==> src/rtl/hiword_mac_pkg.sv <==
package hiword_mac_pkg;

  typedef enum logic {
    RND_TRUNC   = 1'b0,
    RND_NEAREST = 1'b1
  } rnd_mode_e;

  // Half of one low-word unit, at bit (w-1) of the double-width sum.
  function automatic logic [63:0] half_lsb_bias(input int unsigned w);
    return 64'd1 << (w - 1);
  endfunction

endpackage

==> src/rtl/hiword_mac_ctrl.sv <==
module hiword_mac_ctrl (
  input  logic clk,
  input  logic rst,
  input  logic in_valid,
  input  logic out_ready,
  output logic advance,
  output logic in_ready,
  output logic out_valid
);
  logic s1_valid_q;
  logic s2_valid_q;
  logic stall;
  logic accept;

  assign stall     = s2_valid_q && !out_ready;
  assign advance   = !stall;
  assign in_ready  = advance;
  assign out_valid = s2_valid_q;
  assign accept    = in_valid && in_ready;

  always_ff @(posedge clk) begin
    if (rst) begin
      s1_valid_q <= 1'b0;
      s2_valid_q <= 1'b0;
    end else if (advance) begin
      s1_valid_q <= in_valid;
      s2_valid_q <= s1_valid_q;
    end
  end

  // an accepted operation is presented after the next edge that advances
  p_latency_r7: assert property (@(posedge clk) disable iff (rst)
    accept ##1 out_ready |=> out_valid);

  // an empty output stage never refuses input
  p_idle_ready_r8: assert property (@(posedge clk) disable iff (rst)
    !out_valid |-> in_ready);

  // reset empties the output stage
  p_reset_clears_r10: assert property (@(posedge clk)
    rst |=> !out_valid);

endmodule

==> src/rtl/hiword_mac_mul.sv <==
module hiword_mac_mul #(
  parameter int unsigned DATA_W = 32
) (
  input  logic                  clk,
  input  logic                  en,
  input  logic [DATA_W-1:0]     mcand,
  input  logic [DATA_W-1:0]     mplier,
  input  logic [DATA_W-1:0]     addend,
  input  logic                  acc_en,
  input  logic                  round_in,
  output logic [2*DATA_W-1:0]   sum_q,
  output logic                  round_q
);
  localparam int unsigned SUM_W = 2 * DATA_W;

  // Full signed product: sign-extend both to SUM_W, keep SUM_W bits.
  function automatic logic [SUM_W-1:0] signed_product(
    input logic [DATA_W-1:0] x, input logic [DATA_W-1:0] y);
    logic signed [SUM_W-1:0] xs;
    logic signed [SUM_W-1:0] ys;
    xs = {{DATA_W{x[DATA_W-1]}}, x};
    ys = {{DATA_W{y[DATA_W-1]}}, y};
    return SUM_W'(xs * ys);
  endfunction

  // Addend placed in the upper word; zero in multiply-only form.
  function automatic logic [SUM_W-1:0] aligned_addend(
    input logic [DATA_W-1:0] c, input logic use_it);
    return use_it ? {c, {DATA_W{1'b0}}} : '0;
  endfunction

  logic [SUM_W-1:0] product;
  logic [SUM_W-1:0] upper_term;
  logic [SUM_W-1:0] sum_d;

  assign product    = signed_product(mcand, mplier);
  assign upper_term = aligned_addend(addend, acc_en);
  assign sum_d      = product + upper_term;

  always_ff @(posedge clk) begin
    if (en) begin
      sum_q   <= sum_d;
      round_q <= round_in;
    end
  end

  // the addend term never touches the low word
  p_low_word_clean_r2: assert property (@(posedge clk)
    upper_term[DATA_W-1:0] == '0);

endmodule

==> src/rtl/hiword_mac_rnd.sv <==
module hiword_mac_rnd #(
  parameter int unsigned DATA_W = 32
) (
  input  logic                  clk,
  input  logic                  rst,
  input  logic                  en,
  input  logic [2*DATA_W-1:0]   sum_in,
  input  logic                  round_in,
  output logic [DATA_W-1:0]     result_q
);
  import hiword_mac_pkg::*;

  localparam int unsigned SUM_W = 2 * DATA_W;
  localparam logic [63:0] BIAS64 = half_lsb_bias(DATA_W);
  localparam logic [SUM_W-1:0] BIAS = BIAS64[SUM_W-1:0];

  function automatic logic [DATA_W-1:0] upper_word(
    input logic [SUM_W-1:0] s, input rnd_mode_e mode);
    logic [SUM_W-1:0] t;
    t = (mode == RND_NEAREST) ? s + BIAS : s;
    return t[SUM_W-1:DATA_W];
  endfunction

  rnd_mode_e mode;
  logic [DATA_W-1:0] result_d;

  assign mode     = rnd_mode_e'(round_in);
  assign result_d = upper_word(sum_in, mode);

  always_ff @(posedge clk) begin
    if (en) result_q <= result_d;
  end

  // a frozen stage keeps its result
  p_frozen_hold_r9: assert property (@(posedge clk) disable iff (rst)
    !en |=> $stable(result_q));

endmodule

==> src/rtl/hiword_mac.sv <==
module hiword_mac #(
  parameter int unsigned DATA_W = 32
) (
  input  logic              clk,
  input  logic              rst,
  input  logic              in_valid,
  output logic              in_ready,
  input  logic [DATA_W-1:0] in_mcand,
  input  logic [DATA_W-1:0] in_mplier,
  input  logic [DATA_W-1:0] in_addend,
  input  logic              in_acc_en,
  input  logic              in_round,
  output logic              out_valid,
  input  logic              out_ready,
  output logic [DATA_W-1:0] out_data
);
  localparam int unsigned SUM_W = 2 * DATA_W;

  logic             advance;
  logic [SUM_W-1:0] s1_sum;
  logic             s1_round;

  hiword_mac_ctrl u_ctrl (
    .clk       (clk),
    .rst       (rst),
    .in_valid  (in_valid),
    .out_ready (out_ready),
    .advance   (advance),
    .in_ready  (in_ready),
    .out_valid (out_valid)
  );

  hiword_mac_mul #(.DATA_W(DATA_W)) u_mul (
    .clk      (clk),
    .en       (advance),
    .mcand    (in_mcand),
    .mplier   (in_mplier),
    .addend   (in_addend),
    .acc_en   (in_acc_en),
    .round_in (in_round),
    .sum_q    (s1_sum),
    .round_q  (s1_round)
  );

  hiword_mac_rnd #(.DATA_W(DATA_W)) u_rnd (
    .clk      (clk),
    .rst      (rst),
    .en       (advance),
    .sum_in   (s1_sum),
    .round_in (s1_round),
    .result_q (out_data)
  );

  // a stalled result stays presented and unchanged
  p_stall_hold_r9: assert property (@(posedge clk) disable iff (rst)
    out_valid && !out_ready |=> out_valid && $stable(out_data));

  // input is refused while the output is stalled
  p_stall_refuse_r9: assert property (@(posedge clk) disable iff (rst)
    out_valid && !out_ready |-> !in_ready);

endmodule

==> config.mk <==
export PLATFORM = sky130hd
export DESIGN_NAME = hiword_mac
export DESIGN_NICKNAME = d
export VERILOG_FILES = /design/src/rtl/hiword_mac_pkg.sv /design/src/rtl/hiword_mac_ctrl.sv /design/src/rtl/hiword_mac_mul.sv /design/src/rtl/hiword_mac_rnd.sv /design/src/rtl/hiword_mac.sv
export SDC_FILE = /design/constraint.sdc
export NUM_CORES = 2
export LEC_CHECK = 0
export ABC_AREA = 1
export BUFFER_PORTS_ARGS = -buffer_cell sky130_fd_sc_hd__buf_4
export CAP_MARGIN = 5
export CORE_MARGIN = 3
export CORE_UTILIZATION = 72
export CTS_BUF_LIST = sky130_fd_sc_hd__clkbuf_8
export CTS_CLUSTER_DIAMETER = 60
export CTS_CLUSTER_SIZE = 8
export DETAILED_ROUTE_END_ITERATION = 7
export PLACE_DENSITY = 0.9
export SKIP_LAST_GASP = 1
export SYNTH_ARGS = -nofsm -noshare
export SYNTH_HDL_FRONTEND = slang
export SYNTH_SLANG_ARGS = --single-unit
==> constraint.sdc <==
create_clock -name clk -period 24.1 [get_ports clk]
set_clock_uncertainty 0.05 [all_clocks]
set_input_delay 6.025 -clock clk [delete_from_list [all_inputs] [get_ports clk]]
set_output_delay 6.025 -clock clk [all_outputs]
set_load 0.01 [all_outputs]
==> flow_summary.json <==
{
  "synth_cells": 5524,
  "fill_cells": 4211,
  "start_kind": "input port",
  "portBuffers": 135,
  "htree_num_levels": 3,
  "slew_viol_final": 0,
  "yosysSeqAreaShare_pct": 4.588,
  "viasPerCell": 5.639,
  "yosysWarningCount": 0,
  "cp_data_required_time_ns": 24.16,
  "cts_hold_buf": 0,
  "fin_tns_setup_ns": 0,
  "post_drt_wl_per_cell_um": 19.96,
  "rsz0062_at_grt": "no",
  "core_region_area_um2": 60470,
  "post_cts_buffers": 0,
  "initial_core_util_pct": 72.87,
  "synth_xor_area_share_pct": 0.9143,
  "dieHeight_um": 253.4,
  "grt_remaining_overflow": 0,
  "grt_pass1_wl_um": 202500,
  "dr.pass1.iters": 6,
  "worstSkewPairLatency_ns": 0.36,
  "min_path_type": "flop to flop",
  "nets": 6942,
  "fp.dieW_um": 253.4,
  "grt_max_degree": 65,
  "area_growth_pct": 3.396,
  "tritoncts": "built",
  "antenna_found_initial": 0,
  "maxCapViolCount": 0,
  "die-area_um2": 64210,
  "drive_gt1_share_pct": 3.446,
  "syn-num-nets": 6987,
  "grt_pass1_vias": 40043,
  "path_class": "input port to flop",
  "avgSynthCellArea_um2": 7.977,
  "drt_iter0_markers": 3129,
  "tightest_slew_ns": 1.033,
  "critPathMaxFanout": 32,
  "synth.most_common_cell": "inv_1",
  "synth_common_cells": "inv_1 (1886), nand2_1 (1497), fa_1 (1178), clkbuf_1 (191), ha_1 (183)",
  "ioPinCount": 136,
  "yosysUniqueCellTypes": 39,
  "cts.sinks": 68,
  "dpl.hpwl_um": 101600,
  "async_flop_share_pct": 0,
  "seq_area_um2": 2022,
  "finalHoldViolations": 0,
  "synthAdderAreaFrac_pct": 58.71,
  "slew-limit-headroom_pct": 31.09,
  "rows": 90,
  "drt-total-wl_um": 125000,
  "synth-edff-count": 66,
  "status": "completed",
  "syn_area_um2": 44070,
  "fin_crit_sh_pct": 56.85,
  "cts_resized": 0,
  "synth-seq-cells": 68,
  "ctsLongestPathBuffers": 2,
  "final_core_utilization_pct": 75.35,
  "synth-compound-area-share_pct": 1.661,
  "grt_use_total_pct": 41.19,
  "gp_congestion": 1.012,
  "antennaDiodeCount": 0,
  "yosys-top-cells-area": "fa_1 (54%), inv_1 (16%), nand2_1 (13%)",
  "synth.area.mux_share_pct": 0,
  "synth.top_cell.area_share_pct": 53.52,
  "synth-main-ff-cell": "edfxtp_1",
  "min_period_ns": 13.70,
  "multi_input_area_um2": 34200,
  "routed-via-count": 35336,
  "fmax_mhz": 72.98,
  "arrival_ns": 13.76,
  "synthSimpleGateAreaFrac_pct": 16.32,
  "clock-root-buffer": "clkbuf_8",
  "worst_setup_path_end_kind": "flop",
  "synth_top_area_cell": "fa_1",
  "ant_nets": 0,
  "synth_top_family_by_area": "adder cells",
  "clk_pin_slew_ns": 0.08,
  "drc_errors": 0,
  "cts_made_buffers": 9,
  "setup_viol": 0
}
routing by layer:
layer | wire length, um | up-vias | GRT usage, %
li1 | - | 14971 | -
met1 | 41240 | 17155 | 48.71
met2 | 59970 | 2389 | 68.58
met3 | 13300 | 821 | 8.546
met4 | 10520 | 0 | 27.68
met5 | 0 | - | 0
worst paths after layout:
path              cells after the start               from  slack (ns)                 end
hold reg to reg                       2  u_ctrl.s1_valid_q        0.42   u_ctrl.s1_valid_q
setup reg to reg                      7      u_mul.round_q       21.98  u_rnd.result_q[26]
setup / recovery                     26       in_mplier[5]       10.40     u_mul.sum_q[49]
hold / removal                        2  u_ctrl.s1_valid_q        0.42   u_ctrl.s1_valid_q
flip-flops by register name (all words and copies together), names as in the netlist:
name,flops
u_mul.sum_q,33
u_rnd.result_q,32
u_ctrl.out_valid,1
u_ctrl.s1_valid_q,1
u_mul.round_q,1
cell families (layout without fill, tap and decap cells):
group	after synthesis	after routing
buffers and inverters	2090	2050
AND/OR/NAND/NOR	1825	1825
adder cells (fa/ha/maj)	1361	1361
AO/OA/AOI/OAI	134	134
flip-flops	68	68
XOR/XNOR	46	46
layout make-up:
class                   instances  area share [%]
multi-input cells            3366           75.06
inverters                    1895           15.61
flip-flops and latches         68           4.438
repair buffers                139           2.290
well taps                     782           2.147
clock buffers                   9          0.2719
clock inverters                 7          0.1812
layout by cell type (no fill, tap or decap), types with 5 or more instances in the layout:
master | Yosys | final
a21oi_1 | 77 | 77
buf_4 | 0 | 139
clkbuf_8 | 0 | 9
edfxtp_1 | 66 | 66
fa_1 | 1178 | 1178
ha_1 | 183 | 183
inv_1 | 1886 | 1882
inv_2 | 7 | 11
nand2_1 | 1497 | 1497
nand3_1 | 75 | 75
nand3b_1 | 5 | 5
nand4_1 | 22 | 22
nor2_1 | 174 | 174
nor3_1 | 18 | 18
nor4_1 | 6 | 6
o21ai_0 | 32 | 32
o21bai_1 | 15 | 15
or2_2 | 7 | 7
xnor2_1 | 16 | 16
xor2_1 | 30 | 30
stage by stage:
stage                     area (um^2)  cells  hold WS, ns  setup slack [ns]
after detailed placement        45360   6250       0.4120             10.14
after CTS                       45560   6266       0.4252             10.51
after global placement          45360   6250       0.4005             10.15
final                           45560   6266       0.4222             10.40
after global routing            45560   6266       0.4339             10.00
after floorplan                 44070   5524       0.3878             10.59
critical path: stages:
cell	delay, ns
buf_4	0.37
nand2_1	0.24
inv_1	0.13
fa_1	0.39
inv_1	0.27
fa_1	0.47
inv_1	0.22
fa_1	0.53
inv_1	0.69
fa_1	0.58
inv_1	0.10
fa_1	0.45
fa_1	0.48
fa_1	0.52
inv_1	0.05
fa_1	0.48
inv_1	0.04
ha_1	0.42
nand2_1	0.14
nor2_1	0.25
nand2_1	0.20
nor2_1	0.23
nand3_1	0.10
o21bai_1	0.19
nand4_1	0.10
nand2_1	0.08
Power is not shown: default switching activity piles up to over one toggle a cycle in this logic, so the estimate is an artifact.
